===== config.mk =====
export PLATFORM = sky130hd
export DESIGN_NAME = pad_evt_ctrl
export DESIGN_NICKNAME = d
export VERILOG_FILES = /design/src/rtl/pdc_pkg.sv /design/src/rtl/pdc_sync.sv /design/src/rtl/pdc_filter.sv /design/src/rtl/pdc_evt.sv /design/src/rtl/pad_evt_ctrl.sv
export SDC_FILE = /design/constraint.sdc
export NUM_CORES = 1
export LEC_CHECK = 0
export ABC_AREA = 1
export BUFFER_PORTS_ARGS = -buffer_cell sky130_fd_sc_hd__buf_2
export CAP_MARGIN = 20
export CORE_MARGIN = 4
export CORE_UTILIZATION = 40
export CTS_CLUSTER_DIAMETER = 40
export CTS_CLUSTER_SIZE = 12
export DETAILED_ROUTE_END_ITERATION = 8
export PLACE_DENSITY = 0.58
export SYNTH_ARGS = -nofsm -noshare
export SYNTH_HDL_FRONTEND = slang
export SYNTH_SLANG_ARGS = --single-unit

===== constraint.sdc =====
create_clock -name clk -period 12.7 [get_ports clk]
set_input_delay 1.905 -clock clk [delete_from_list [all_inputs] [get_ports clk]]
set_output_delay 1.905 -clock clk [all_outputs]
set_load 0.02 [all_outputs]

===== src/rtl/pdc_pkg.sv =====
package pdc_pkg;

  // Bits of the control word that are stored as configuration.
  localparam logic [31:0] CFG_MASK = 32'h00F8_FFFF;

  // Debounce hold time in core cycles: count x timebase multiplier x cycles per tick.
  function automatic logic [31:0] deb_limit(input logic [7:0] deb,
                                            input int unsigned tick,
                                            input int unsigned m_b,
                                            input int unsigned m_c,
                                            input int unsigned m_d);
    int unsigned mult;
    case ({deb[7], deb[4]})
      2'b00:   mult = 1;
      2'b01:   mult = m_b;
      2'b10:   mult = m_c;
      default: mult = m_d;
    endcase
    return 32'(32'(deb[3:0]) * mult * tick);
  endfunction

  // Event condition from the current and previous filtered level.
  function automatic logic evt_cond(input logic lvl_mode, input logic [1:0] pol,
                                    input logic cur, input logic prev);
    if (lvl_mode) return (pol == 2'd1) ? !cur : cur;
    case (pol)
      2'd0:    return cur && !prev;
      2'd1:    return !cur && prev;
      default: return cur != prev;
    endcase
  endfunction

endpackage


===== src/rtl/pdc_sync.sv =====
module pdc_sync #(
  parameter int STAGES = 2
) (
  input  logic clk,
  input  logic rst_n,
  input  logic d,
  output logic q
);
  logic [STAGES-1:0] chain;

  for (genvar i = 0; i < STAGES; i++) begin : g_stage
    if (i == 0) begin : g_first
      always_ff @(posedge clk or negedge rst_n)
        if (!rst_n) chain[0] <= 1'b0;
        else        chain[0] <= d;
    end else begin : g_next
      always_ff @(posedge clk or negedge rst_n)
        if (!rst_n) chain[i] <= 1'b0;
        else        chain[i] <= chain[i-1];
    end
  end

  assign q = chain[STAGES-1];
endmodule


===== src/rtl/pdc_filter.sv =====
module pdc_filter #(
  parameter int CNT_W = 32
) (
  input  logic             clk,
  input  logic             rst_n,
  input  logic             s,
  input  logic [CNT_W-1:0] limit,
  input  logic [1:0]       mode,
  output logic             filt
);
  logic [CNT_W-1:0] cnt;
  logic bypass, fast, expire;

  assign bypass = (limit == '0) || (mode == 2'd0);
  // mode 1 keeps low glitches (falling passes), mode 2 keeps high glitches.
  assign fast   = ((mode == 2'd1) && !s) || ((mode == 2'd2) && s);
  assign expire = (cnt + 1'b1) >= limit;

  always_ff @(posedge clk or negedge rst_n) begin
    if (!rst_n) begin
      filt <= 1'b0;
      cnt  <= '0;
    end else if (s == filt) begin
      cnt <= '0;
    end else if (bypass || fast || expire) begin
      filt <= s;
      cnt  <= '0;
    end else begin
      cnt <= cnt + 1'b1;
    end
  end
endmodule


===== src/rtl/pdc_evt.sv =====
module pdc_evt
  import pdc_pkg::*;
(
  input  logic       clk,
  input  logic       rst_n,
  input  logic       lvl,
  input  logic       lvl_mode,
  input  logic [1:0] pol,
  output logic       hit
);
  logic prev;

  always_ff @(posedge clk or negedge rst_n)
    if (!rst_n) prev <= 1'b0;
    else        prev <= lvl;

  assign hit = evt_cond(lvl_mode, pol, lvl, prev);
endmodule


===== src/rtl/pad_evt_ctrl.sv =====
module pad_evt_ctrl
  import pdc_pkg::*;
#(
  parameter int SYNC_STAGES = 2,
  parameter int TICK_CYC    = 7625,
  parameter int MUL_B       = 3,
  parameter int MUL_C       = 255,
  parameter int MUL_D       = 1024,
  parameter int CNT_W       = 32
) (
  input  logic        clk,
  input  logic        rst_n,
  input  logic        reg_wr,
  input  logic [31:0] reg_wdata,
  output logic [31:0] reg_rdata,
  input  logic        pad_in,
  output logic        pad_out,
  output logic        pad_oe,
  output logic [2:0]  pull_cfg,
  output logic        irq_out,
  output logic [2:0]  wake_req
);
  localparam int STS_INT = 28;
  localparam int STS_WK  = 29;

  logic [31:0] cfg_q;
  logic        int_sts, wake_sts;
  logic        s_sync, filt_lvl, evt_hit;
  logic        set_int, set_wk, clr_int, clr_wk;
  logic [CNT_W-1:0] deb_cycles;
  logic        unused_wbits;

  // Configuration storage
  always_ff @(posedge clk or negedge rst_n)
    if (!rst_n)      cfg_q <= '0;
    else if (reg_wr) cfg_q <= reg_wdata & CFG_MASK;

  pdc_sync #(.STAGES(SYNC_STAGES)) u_sync (
    .clk(clk), .rst_n(rst_n), .d(pad_in), .q(s_sync)
  );

  assign deb_cycles = CNT_W'(deb_limit(cfg_q[7:0], TICK_CYC, MUL_B, MUL_C, MUL_D));

  pdc_filter #(.CNT_W(CNT_W)) u_filt (
    .clk(clk), .rst_n(rst_n), .s(s_sync), .limit(deb_cycles),
    .mode(cfg_q[6:5]), .filt(filt_lvl)
  );

  pdc_evt u_evt (
    .clk(clk), .rst_n(rst_n), .lvl(filt_lvl), .lvl_mode(cfg_q[8]),
    .pol(cfg_q[10:9]), .hit(evt_hit)
  );

  // Sticky status with write-one-to-clear; clear has priority
  assign set_int = evt_hit && cfg_q[11];
  assign set_wk  = evt_hit && (|cfg_q[15:13]);
  assign clr_int = reg_wr && reg_wdata[STS_INT];
  assign clr_wk  = reg_wr && reg_wdata[STS_WK];

  always_ff @(posedge clk or negedge rst_n) begin
    if (!rst_n) begin
      int_sts  <= 1'b0;
      wake_sts <= 1'b0;
    end else begin
      int_sts  <= clr_int ? 1'b0 : (int_sts  || set_int);
      wake_sts <= clr_wk  ? 1'b0 : (wake_sts || set_wk);
    end
  end

  assign irq_out  = cfg_q[12] && (int_sts || evt_hit);
  assign wake_req = {3{wake_sts}} & cfg_q[15:13];
  assign pad_out  = cfg_q[22];
  assign pad_oe   = cfg_q[23];
  assign pull_cfg = cfg_q[21:19];

  assign reg_rdata = {2'b00, wake_sts, int_sts, 4'b0000, cfg_q[23:19],
                      2'b00, filt_lvl, cfg_q[15:0]};

  assign unused_wbits = ^{cfg_q[31:24], cfg_q[18:16]};
endmodule


# Yosys cells after proc, flatten, opt, wreduce, memory -nomap -nowiden
# Index checks and enable logic that the tools add are counted.
[classes]
add_sub_neg = 1
multipliers = 2
eq_ne = 7
bitwise_logic = 2
magnitude_cmp = 1
reduce_logical = 25
muxes = 10
[ops]
columns = ["cell", "count"]
rows = [
  ["32-bit two-way mux", 2],
  ["11-bit case mux with 3 select lines", 1],
  ["32-bit by 1-bit adder with 32-bit output (second input constant)", 1],
  ["32-bit >= comparator", 1],
  ["32-bit zero test", 1],
  ["32-bit by 13-bit multiplier with 32-bit output (second input constant)", 1],
  ["4-bit by 32-bit multiplier with 32-bit output", 1],
  ["1-bit logical AND", 9],
  ["1-bit logical OR", 7],
  ["2-bit by 1-bit equality test with 1-bit output (second input constant)", 3],
  ["2-bit zero test", 3],
  ["1-bit two-way mux", 6],
  ["2-bit equality test (second input constant)", 2],
  ["3-bit AND", 1],
  ["1-bit zero test", 3],
  ["3-bit OR reduction", 1],
  ["1-bit case mux with 2 select lines", 1],
  ["2-bit AND reduction", 1],
  ["1-bit equality test", 1],
  ["1-bit inequality test", 1],
  ["1-bit inverter", 1],
]
[totals]
word_cells = 56
out_inout_bits = 41
reg_bits = 59
inputBits = 36

# Logic depth before layout (Yosys ltp)
# Gate-level depths: netlist of run 1.
[logic_depth]
depth_word = 10
depth_mapped = 53
depth_no_buf = 52

# Modules after synthesis
# A second synthesis of run 1 with hierarchy kept.
[hier_totals]
cells_unflattened = 1299
area_unflattened_um2 = 9576.7
[modules_own_cells]
columns = ["module", "instances", "cells_per_inst", "area_each_um2", "seq_area_each_um2"]
rows = [
  ["pad_evt_ctrl", 1, 834, 6391.1, 575.6],
  ["pdc_filter", 1, 446, 3027.9, 825.8],
  ["pdc_evt", 1, 17, 107.6, 25.0],
  ["pdc_sync", 1, 2, 50.0, 50.0],
]

# Worst setup path before layout of run 1
# No wires, ideal clock.
[synth_path]
path_type = "flip-flop to flip-flop"
from = "register cfg_q[4]"
to = "register u_filt.filt"
t_required_ns = 12.583
path_stages_with_launch = 49
setup_slack_ns = 3.842
synth_period_minus_slack_ns = 8.858
setup_time_ns = 0.117
arrival_time_ns = 8.742
n_path_buf = 2
cell_sequence = "dfrtp_1 -> ha_1 -> clkbuf_1 -> or2_2 -> fa_1 -> inv_1 -> fa_1 -> inv_1 -> fa_1 -> o21ai_1 -> nand2_1 -> nand2_1 -> nand2_1 -> o21bai_1 -> nand2_1 -> nand2_1 -> nand2_1 -> nand2_1 -> [13 not listed] -> nor2_1 -> inv_1 -> nor2_1 -> nand4_1 -> nand3_1 -> nand2_1 -> and2_1 -> ha_1 -> a21oi_1 -> o211a_1 -> nand2_1 -> nor2_1 -> nand3_1 -> a21oi_2 -> nand2_2 -> buf_6 -> nand2_1 -> nand2_1"
[synth_between]
elab_chain_cells = 9
word_cells_on_any_way = 12
cone_classes = "mul: 2; order compare: 1; eq/ne: 2; mux: 1; reduce/logical: 6"
[synth_lines]
columns = ["item", "line", "source"]
rows = [
  ["from (decl)", "pad_evt_ctrl.sv:26", "logic [31:0] cfg_q;"],
  ["from (signal assigned)", "pad_evt_ctrl.sv:36", "else if (reg_wr) cfg_q <= reg_wdata & CFG_MASK;"],
  ["2-bit equality test, or another cell as far along", "pdc_pkg.sv:13", "case ({deb[7], deb[4]})"],
  ["11-bit case mux with 3 select lines *", "pdc_pkg.sv:13", ""],
  ["4-bit by 32-bit multiplier with 32-bit output *", "pdc_pkg.sv:19", "return 32'(32'(deb[3:0]) * mult * tick);"],
  ["32-bit by 13-bit multiplier with 32-bit output *", "pdc_pkg.sv:19", ""],
  ["branches (longest 3 deep; another with 32-bit >= comparator)", "-", ""],
  ["1-bit logical OR *", "pdc_filter.sv:25", "end else if (bypass || fast || expire) begin"],
  ["2-bit AND reduction (no line) *", "-", ""],
  ["to (signal assigned)", "pdc_filter.sv:26", "filt <= s;"],
  ["to (decl)", "pdc_filter.sv:9", "output logic filt"],
]
# Every way passes the cells marked *.
# A chain may end at the register's enable or synchronous reset.

# Worst setup path after layout of run 1
# Same ends and word-level chain as after synthesis.

==> impl_metrics.py, run 1 <==
metrics = {
    "global_routing": {
        "grt_max_degree": 60,
        "first_global_vias": 7356,
        "grt_pass1_wl_mm": 33.9,
        "total_global_routing_track_utilization_pct": 16.8,
        "antenna_found_initial": 0,
        "globalRoute.totalOverflow": 0,
    },
    "timing": {
        "report.final.slew_viol_count": 0,
        "timing.final.crit_share_pct": 76.8,
        "setup-tns-final_ps": 0,
        "finalCriticalPeriod_ps": 9750,
        "grt_setup_unrepaired": "false",
        "setup-violations-final": 0,
        "fin_worst_skew_ps": 5.93,
        "fmax_mhz": 103,
        "worst_slew_pin_slew_ps": 789,
        "hold_viol": 0,
        "slew_headroom_pct": 47.4,
    },
    "cells_and_area": {
        "syn2layout_area_growth_pct": 9.79,
        "diodes": 0,
        "layout.cells.most_common_list": "sky130_fd_sc_hd__nand2_1, sky130_fd_sc_hd__inv_1, sky130_fd_sc_hd__ha_1",
        "drive_gt1_share_pct": 9.56,
        "final_common_cell": "sky130_fd_sc_hd__nand2_1",
        "num-nets-final": 1496,
        "layout.cells.non_filler": 1525,
        "final_core_util_pct": 45.0,
        "fillCellCount": 2234,
    },
    "die": {
        "i_o_pin_cnt": 77,
        "area_of_the_core_region_um2": 22000,
        "die_area_um2": 25000,
        "die_width_um": 158,
        "count_of_standard_cell_rows": 54,
        "dieHeight_um": 158,
        "floorplan.initialDensity_pct": 41.0,
    },
    "clock_network": {
        "cts.repair_timing.setup_buffer_count": 0,
        "tritoncts": "yes",
        "clk_path_buf_depth": 2,
        "cts_buffers": 9,
        "clk_pin_slew_worst_paths_ps": 60,
        "htree_num_levels": 3,
        "count_of_hold_buffers_inserted_by_post_cts_repair": 0,
        "clock_tree.root_cell": "sky130_fd_sc_hd__clkbuf_16",
        "clock-sinks": 59,
        "cts-resized-gates": 0,
        "clock_insertion_delay_worst_skew_ps": 340,
    },
    "critical_path": {
        "crit_path_start": "cfg_q[4]$_DFFE_PN0P_",
        "end_kind": "flop",
        "cp.arrival_ps": 9980,
        "critPathLaunchType": "flop",
        "critical_path.slowest_cell": "sky130_fd_sc_hd__fa_1",
        "reg2reg_from": "cfg_q[4]$_DFFE_PN0P_",
        "max_incr_delay_on_cp_ps": 560,
        "critPathKind": "flop to flop",
        "worst_ep_required_time_ps": 12930,
        "critical_path.most_common_cell": "sky130_fd_sc_hd__inv_1",
        "path_max_fanout": 20,
    },
    "yosys": {
        "synth.mux.area_fraction_pct": 1.63,
        "synth_top_family_by_area": "adder cells",
        "post_synthesis_adder_cell_area_fraction_pct": 36.6,
        "synth_compound_area_share_pct": 5.03,
        "ys.flop_type": "sky130_fd_sc_hd__dfrtp_1",
        "synthDominantAreaCellType": "sky130_fd_sc_hd__ha_1",
        "synth-seq-cells": 59,
        "post_synth_edffs": 0,
        "synth-warning-count": 0,
        "share_of_the_yosys_chip_area_belonging_to_registers_pct": 16.4,
        "yosys.area_share.simple_pct": 23.7,
        "async_reset_ff_share_pct": 100,
        "post_synth_xor_area_fraction_pct": 4.18,
        "synth_area_per_cell_um2": 7.63,
        "synth_cells": 1181,
        "synth.cell_area_um2": 9010,
        "yosys.area.top_type_share_pct": 20.6,
        "synth_top_cells_by_area": "sky130_fd_sc_hd__ha_1, sky130_fd_sc_hd__dfrtp_1, sky130_fd_sc_hd__fa_1",
        "synthDistinctLibCells": 47,
    },
    "drt": {
        "drt-vias-per-instance": 4.72,
        "route.final.wire_length_mm": 19.3,
        "remaining_drc_errors": 0,
        "antenna_left": 0,
        "route.detailed.wl_per_inst_um": 12.7,
        "detailroute.via_count": 7201,
        "drt_pass1_iterations": 5,
        "dr.first_iter.drc_count": 231,
    },
    "placed_design": {
        "dpl.hpwl_mm": 16.9,
        "place.detailed.instances": 1509,
        "finalWeightedCongestion": 0.868,
        "buffer_ports.inserted": 59,
    },
    "hold_path": {
        "worst_min_delay_path_startpoint": "u_sync.chain[0]$_DFF_PN0_",
        "hp-class": "flop to flop",
    },
    "status": {
        "result_of_the_run": "complete, no violations",
    },
    "run": {
        "max_cap_viol_count": 0,
    },
}
[final cells by class]
cell class / instances / area (µm²) / share of cell area [%]
Multi-Input combinational cell: 856 / 6450 / 65.2
Inverter: 251 / 942 / 9.53
Clock inverter: 7 / 124 / 1.25
Clock buffer: 9 / 225 / 2.28
Timing Repair Buffer: 63 / 325 / 3.29
Sequential cell: 59 / 1480 / 14.9
Tap cell: 280 / 350 / 3.54
[synthesized netlist by cell type, drive strengths merged (3+ instances only)]
cell type,count
fa,72
nand4,15
inv,251
nor3,14
nor4,3
xnor2,11
o21a,3
nand3b,7
nand3,58
mux2,13
o21ai,20
and2,6
or2,6
ha,148
nor2,108
dfrtp,59
nand2,276
o21bai,3
clkbuf,5
xor2,32
buf,21
a21oi,36
[state kept, by name (all words and copies together) (netlist names)]
| name | flops |
|---|---|
| cfg_q | 21 |
| int_sts | 1 |
| u_evt.prev | 1 |
| u_filt.cnt | 32 |
| u_filt.filt | 1 |
| u_sync.chain | 1 |
| u_sync.q | 1 |
| wake_sts | 1 |
[routing by layer]
metal	track usage [%]	vias up	wire, µm
met5	0	-	0
met4	5.52	0	436
met3	2.02	30	416
met2	29.8	98	9450
met1	21.4	3307	9050
li1	-	3766	-
[worst paths after layout]
check	endpoint	slack, ps	depth (start not counted)
max	u_filt.filt$_DFFE_PN0P_	2950	47
min in group asynchronous	u_filt.cnt[23]$_DFF_PN0_	1720	2
max reg2reg	u_filt.filt$_DFFE_PN0P_	2950	47
max in group asynchronous	cfg_q[22]$_DFFE_PN0P_	10450	2
min	u_sync.q$_DFF_PN0_	360	0
min reg2reg	u_sync.q$_DFF_PN0_	360	0
[through the flow]
step                area (µm²)  setup WS [ps]  hold WS (ps)
floorplan                 9050           3840           331
detailed placement        9540           2950           347
global route              9890           2270           369
CTS                       9890           2900           370
finish                    9890           2950           361
global placement          9540           3060           339
[cell families after synthesis]
| kind of cell | after synthesis |
|---|---|
| mux | 13 |
| buf+inv | 277 |
| flops | 59 |
| fa+ha+maj | 220 |
| other cells | 1 |
| simple gates | 493 |
| xor+xnor | 43 |
| compound gates | 75 |
[critical path: cells and delay by family, from the launching register on]
family / cells / cell delay [ps]
buffers and inverters: 11 / 830
XOR/XNOR: 1 / 370
flip-flops: 1 / 390
AND/OR/NAND/NOR: 18 / 2390
AO/OA/AOI/OAI: 6 / 1240
adder cells (fa/ha/maj): 11 / 4390
Power of run 1 is not shown: default switching activity piles up to over one toggle a cycle in this logic, so the estimate is an artifact.
==> inputs of run 2 (changes only) <==
clock period = 10.2 ns   (was 12.7 ns; I/O delays follow)
==> run 2 against run 1 <==
Against the previous run:
- setup slack got worse by 2200 ps
- worst hold slack got worse by 3.5 ps
- register-to-register slack got worse by 2200 ps
- clock-buffer cell count did not move
- largest cell class unchanged
- clock skew barely moved
- cell count rose by 0.26%
- critical path depth fell by 3
- maximum frequency rose by 3.5%
- highest routed layer unchanged
- first-iteration DRC count rose by 29%
- via count rose by 0.50%
==> impl_metrics.py, run 2 (synthesis gave the netlist of run 1 again) <==
metrics = {
    "status": {
        "result_of_the_run": "complete, no violations",
    },
    "global_routing": {
        "grt_max_degree": 60,
        "grt_pass1_wl_mm": 34.7,
        "antenna_found_initial": 0,
        "globalRoute.totalOverflow": 0,
        "first_global_vias": 7412,
        "total_global_routing_track_utilization_pct": 17.1,
    },
    "drt": {
        "route.final.wire_length_mm": 19.5,
        "remaining_drc_errors": 0,
        "drt-vias-per-instance": 4.73,
        "drt_pass1_iterations": 5,
        "antenna_left": 0,
        "dr.first_iter.drc_count": 299,
        "route.detailed.wl_per_inst_um": 12.7,
        "detailroute.via_count": 7237,
    },
    "critical_path": {
        "critPathLaunchType": "flop",
        "cp.arrival_ps": 9680,
        "critical_path.most_common_cell": "sky130_fd_sc_hd__inv_1",
        "worst_ep_required_time_ps": 10460,
        "max_incr_delay_on_cp_ps": 540,
        "critical_path.slowest_cell": "sky130_fd_sc_hd__fa_1",
        "path_max_fanout": 9,
        "r2r_end": "u_filt.cnt[1]$_DFF_PN0_",
        "timing.reg2reg.setup_slack_ps": 780,
        "end_kind": "flop",
        "reg2regPathDepth": 44,
        "reg2reg_from": "cfg_q[7]$_DFFE_PN0P_",
        "critPathKind": "flop to flop",
    },
    "placed_design": {
        "finalWeightedCongestion": 0.850,
        "dpl.hpwl_mm": 17.0,
        "buffer_ports.inserted": 59,
    },
    "cells_and_area": {
        "largestRegisters": "u_filt.cnt (32), cfg_q (21)",
        "regMostFlops": "u_filt.cnt",
        "layout.cells.most_common_list": "sky130_fd_sc_hd__nand2_1, sky130_fd_sc_hd__inv_1, sky130_fd_sc_hd__ha_1",
        "drive_gt1_share_pct": 9.85,
        "largest_reg_flops": 32,
        "syn2layout_area_growth_pct": 9.45,
        "num-nets-final": 1500,
        "final_common_cell": "sky130_fd_sc_hd__nand2_1",
        "diodes": 0,
    },
    "clock_network": {
        "htree_num_levels": 3,
        "clock_tree.root_cell": "sky130_fd_sc_hd__clkbuf_16",
        "clock-sinks": 59,
        "clk_pin_slew_worst_paths_ps": 60,
        "clock_insertion_delay_worst_skew_ps": 340,
        "cts_buffers": 9,
        "clk_path_buf_depth": 2,
        "tritoncts": "yes",
    },
    "timing": {
        "finalCriticalPeriod_ps": 9420,
        "grt_setup_unrepaired": "false",
        "slew_headroom_pct": 46.2,
        "timing.final.crit_share_pct": 92.4,
        "setup-violations-final": 0,
        "setup-tns-final_ps": 0,
        "fin_worst_skew_ps": 5.79,
        "report.final.slew_viol_count": 0,
        "hold_viol": 0,
        "fmax_mhz": 106,
        "worst_slew_pin_slew_ps": 808,
    },
    "die": {
        "dieHeight_um": 158,
        "die_width_um": 158,
        "i_o_pin_cnt": 77,
        "floorplan.initialDensity_pct": 41.0,
        "count_of_standard_cell_rows": 54,
        "area_of_the_core_region_um2": 22000,
        "die_area_um2": 25000,
    },
    "hold_path": {
        "worst_hold_path.num_cells": 0,
        "hp-class": "flop to flop",
        "worst_min_delay_path_startpoint": "u_sync.chain[0]$_DFF_PN0_",
        "hold_end": "u_sync.q$_DFF_PN0_",
    },
    "run": {
        "max_cap_viol_count": 0,
    },
}
-- run 2: changes by cell type in the layout (fill, tap and decap cells not counted), moves of 2 or more --
cell and delta:
sky130_fd_sc_hd__buf_4 +4, sky130_fd_sc_hd__inv_6 +2, sky130_fd_sc_hd__bufinv_16 -3, sky130_fd_sc_hd__clkinvlp_4 +2
-- run 2: worst max-delay path by stage --
stage,startpoint,end,cells after the start
final,cfg_q[7]$_DFFE_PN0P_,u_filt.cnt[1]$_DFF_PN0_,44
after global routing,cfg_q[4]$_DFFE_PN0P_,u_filt.cnt[7]$_DFF_PN0_,47
after detailed placement,cfg_q[7]$_DFFE_PN0P_,u_filt.filt$_DFFE_PN0P_,45
after global placement,cfg_q[3]$_DFFE_PN0P_,u_filt.filt$_DFFE_PN0P_,45
after CTS,cfg_q[7]$_DFFE_PN0P_,u_filt.filt$_DFFE_PN0P_,45
after floorplan,cfg_q[4]$_DFFE_PN0P_,u_filt.filt$_DFFE_PN0P_,48
-- run 2: through the flow --
step	setup WS, ps	util, %	hold WS [ps]	instances	cell area [µm²]
2_1_floorplan	1340	-	331	1192	9050
3_3_place_gp	758	43.6	340	1513	9570
3_5_place_dp	740	43.6	349	1513	9570
4_1_cts	679	44.9	361	1529	9850
5_1_grt	15.3	44.9	372	1529	9860
6_report	780	44.9	357	1529	9860
-- run 2: what timing repair did --
item	CTS	global route
resized for setup	0	2
endpoints found under the setup margin	0	9
buffers inserted	0	0
hold buffers	0	0
-- run 2: area by class of cell --
type / instances / area (µm²)
multi-input combinational: 856 / 6450
fill: 2250 / 12100
inverter: 251 / 942
tap: 280 / 350
timing repair buffer: 67 / 355
clock inverter: 7 / 57.6
sequential: 59 / 1480
clock buffer: 9 / 225
-- run 2: per-layer routing --
layer	global-route usage, %	up-vias	part of all wire (%)
met4	4.59	0	1.7
met2	30.2	85	49
met5	0	-	0
met1	22.2	3353	47
li1	-	3777	-
met3	2.24	22	2.5
-- run 2: worst max-delay path, delay by kind of cell, from the launching register on --
family                     cells  cell delay [ps]
DFF                            1              420
buffers and inverters          9              500
adders and majority gates     11             4640
AOI/OAI and AO/OA              5             1050
xor gates and xnor gates       1              140
and+or+nand+nor               18             2570
Power of run 2 is left out for the same reason.
==> inputs of run 3 (changes only) <==
--- a/config.mk
+++ b/config.mk
@@ -8,5 +8,4 @@
 export ABC_AREA = 1
 export BUFFER_PORTS_ARGS = -buffer_cell sky130_fd_sc_hd__buf_2
-export CAP_MARGIN = 20
 export CORE_MARGIN = 4
 export CORE_UTILIZATION = 40
==> constraint.sdc (replaced) <==
create_clock -name clk -period 10.2 [get_ports clk]
set_input_delay 0.51 -clock clk [delete_from_list [all_inputs] [get_ports clk]]
set_output_delay 0.51 -clock clk [all_outputs]
set_load 0.02 [all_outputs]
==> run 3 against run 2 <==
Against the previous run:
- via count increased by 0.28%
- maximum frequency is essentially flat
- largest cell class unchanged
- die area is the same
- cell count is essentially flat
- worst hold slack got worse by 77 ps
- setup slack improved by 6.0 ps
- sequential share of layout area is essentially flat
- sequential cell count unchanged
==> impl_metrics.py, run 3 (synthesis gave the netlist of run 1 again) <==
metrics = {
    "cells_and_area": {
        "diodes": 0,
        "num-nets-final": 1499,
        "regMostFlops": "u_filt.cnt",
        "final_core_util_pct": 45.0,
        "layout.cells.most_common_list": "sky130_fd_sc_hd__nand2_1, sky130_fd_sc_hd__inv_1, sky130_fd_sc_hd__ha_1",
        "layout.cells.non_filler": 1528,
        "largestRegisters": "u_filt.cnt (32), cfg_q (21)",
        "syn2layout_area_growth_pct": 9.68,
        "drive_gt1_share_pct": 9.86,
        "largest_reg_flops": 32,
        "final_common_cell": "sky130_fd_sc_hd__nand2_1",
    },
    "critical_path": {
        "critPathLaunchType": "flop",
        "end_kind": "flop",
        "timing.reg2reg.setup_slack_ps": 790,
        "critical_path.slowest_cell": "sky130_fd_sc_hd__fa_1",
        "reg2reg_from": "cfg_q[7]$_DFFE_PN0P_",
        "worst_ep_required_time_ps": 10460,
        "reg2regPathDepth": 44,
        "cp.arrival_ps": 9680,
        "r2r_end": "u_filt.cnt[4]$_DFF_PN0_",
        "max_incr_delay_on_cp_ps": 540,
        "path_max_fanout": 9,
        "critical_path.most_common_cell": "sky130_fd_sc_hd__inv_1",
        "critPathKind": "flop to flop",
        "crit_path_start": "cfg_q[7]$_DFFE_PN0P_",
    },
    "clock_network": {
        "count_of_hold_buffers_inserted_by_post_cts_repair": 0,
        "clock_insertion_delay_worst_skew_ps": 340,
        "clk_path_buf_depth": 2,
        "cts_buffers": 9,
        "tritoncts": "yes",
        "clock-sinks": 59,
        "htree_num_levels": 3,
        "clock_tree.root_cell": "sky130_fd_sc_hd__clkbuf_16",
        "clk_pin_slew_worst_paths_ps": 60,
    },
    "hold_path": {
        "hp-class": "input pin to flop",
        "hold_end": "u_sync.chain[0]$_DFF_PN0_",
        "worst_hold_path.num_cells": 1,
        "worst_min_delay_path_startpoint": "pad_in",
    },
    "timing": {
        "finalCriticalPeriod_ps": 9410,
        "whs_ps": 280,
        "grt_setup_unrepaired": "false",
        "fin_worst_skew_ps": 11.3,
        "report.final.slew_viol_count": 0,
        "worst_slew_pin_slew_ps": 809,
        "slew_headroom_pct": 46.1,
        "setup-violations-final": 0,
        "hold_viol": 0,
        "setup-tns-final_ps": 0,
        "timing.final.crit_share_pct": 92.3,
        "fmax_mhz": 106,
    },
    "drt": {
        "dr.first_iter.drc_count": 217,
        "route.final.wire_length_mm": 19.7,
        "route.detailed.wl_per_inst_um": 12.9,
        "drt-vias-per-instance": 4.75,
        "antenna_left": 0,
        "remaining_drc_errors": 0,
        "detailroute.via_count": 7257,
        "drt_pass1_iterations": 4,
    },
    "global_routing": {
        "first_global_vias": 7558,
        "grt_max_degree": 60,
        "antenna_found_initial": 0,
        "globalRoute.totalOverflow": 0,
        "grt_pass1_wl_mm": 34.7,
        "total_global_routing_track_utilization_pct": 17.2,
    },
    "status": {
        "result_of_the_run": "complete, no violations",
    },
    "die": {
        "die_area_um2": 25000,
        "area_of_the_core_region_um2": 22000,
        "dieHeight_um": 158,
        "i_o_pin_cnt": 77,
        "die_width_um": 158,
        "floorplan.initialDensity_pct": 41.0,
        "count_of_standard_cell_rows": 54,
    },
    "placed_design": {
        "finalWeightedCongestion": 0.886,
        "dpl.hpwl_mm": 17.1,
        "place.detailed.instances": 1512,
        "buffer_ports.inserted": 59,
    },
    "run": {
        "max_cap_viol_count": 0,
    },
}
-- run 3: changes by cell type in the layout (fill, tap and decap cells not counted) --
cell | previous run | this run
sky130_fd_sc_hd__o21ai_2 | 0 | 1
sky130_fd_sc_hd__o21ai_1 | 2 | 0
sky130_fd_sc_hd__inv_8 | 0 | 1
sky130_fd_sc_hd__bufinv_16 | 0 | 1
sky130_fd_sc_hd__buf_4 | 8 | 7
sky130_fd_sc_hd__clkinvlp_4 | 3 | 2
sky130_fd_sc_hd__inv_6 | 4 | 3
sky130_fd_sc_hd__o21ai_0 | 18 | 19
-- run 3: worst max path at each step --
stage | endpoint | slack [ps] | depth (start not counted)
after floorplan | u_filt.filt$_DFFE_PN0P_ | 1340 | 48
after CTS | u_filt.filt$_DFFE_PN0P_ | 600 | 45
after global placement | u_filt.filt$_DFFE_PN0P_ | 730 | 40
final | u_filt.cnt[4]$_DFF_PN0_ | 790 | 44
after global routing | u_filt.cnt[5]$_DFF_PN0_ | 3 | 41
after detailed placement | u_filt.filt$_DFFE_PN0P_ | 650 | 45
-- run 3: area by class of cell --
type                    count  area [µm²]
well taps                 280         350
inverters                 251         942
clock buffers               9         225
multi-input cells         856        6450
fillers                  2237       12100
clock inverters             7        82.6
repair buffers             66         348
flip-flops and latches     59        1480
-- run 3: per-stage QoR --
step / area (µm²) / worst slack (ps)
after floorplan: 9050 / 1340
after global placement: 9560 / 728
after detailed placement: 9560 / 652
final: 9880 / 786
after global routing: 9880 / 2.78
after CTS: 9870 / 599
-- run 3: worst max-delay path: cells and delay by family (launching register included) --
kind | cells | cell delay, ps
flops | 1 | 430
compound gates | 5 | 1020
simple gates | 18 | 2500
fa+ha+maj | 11 | 4730
xor+xnor | 1 | 150
buf+inv | 9 | 500
-- run 3: metal layers --
metal	track usage [%]	part of all wire (%)	wire length [µm]
met1	21.7	46	9090
met2	30.2	49	9570
met3	2.41	2.7	529
met4	5.85	2.5	484
met5	0	0	0
-- run 3: what timing repair did --
item / CTS / global route
buffers inserted: 0 / 0
setup endpoints to repair: 0 / 24
resized for setup: 0 / 2
Power of run 3 is left out for the same reason.
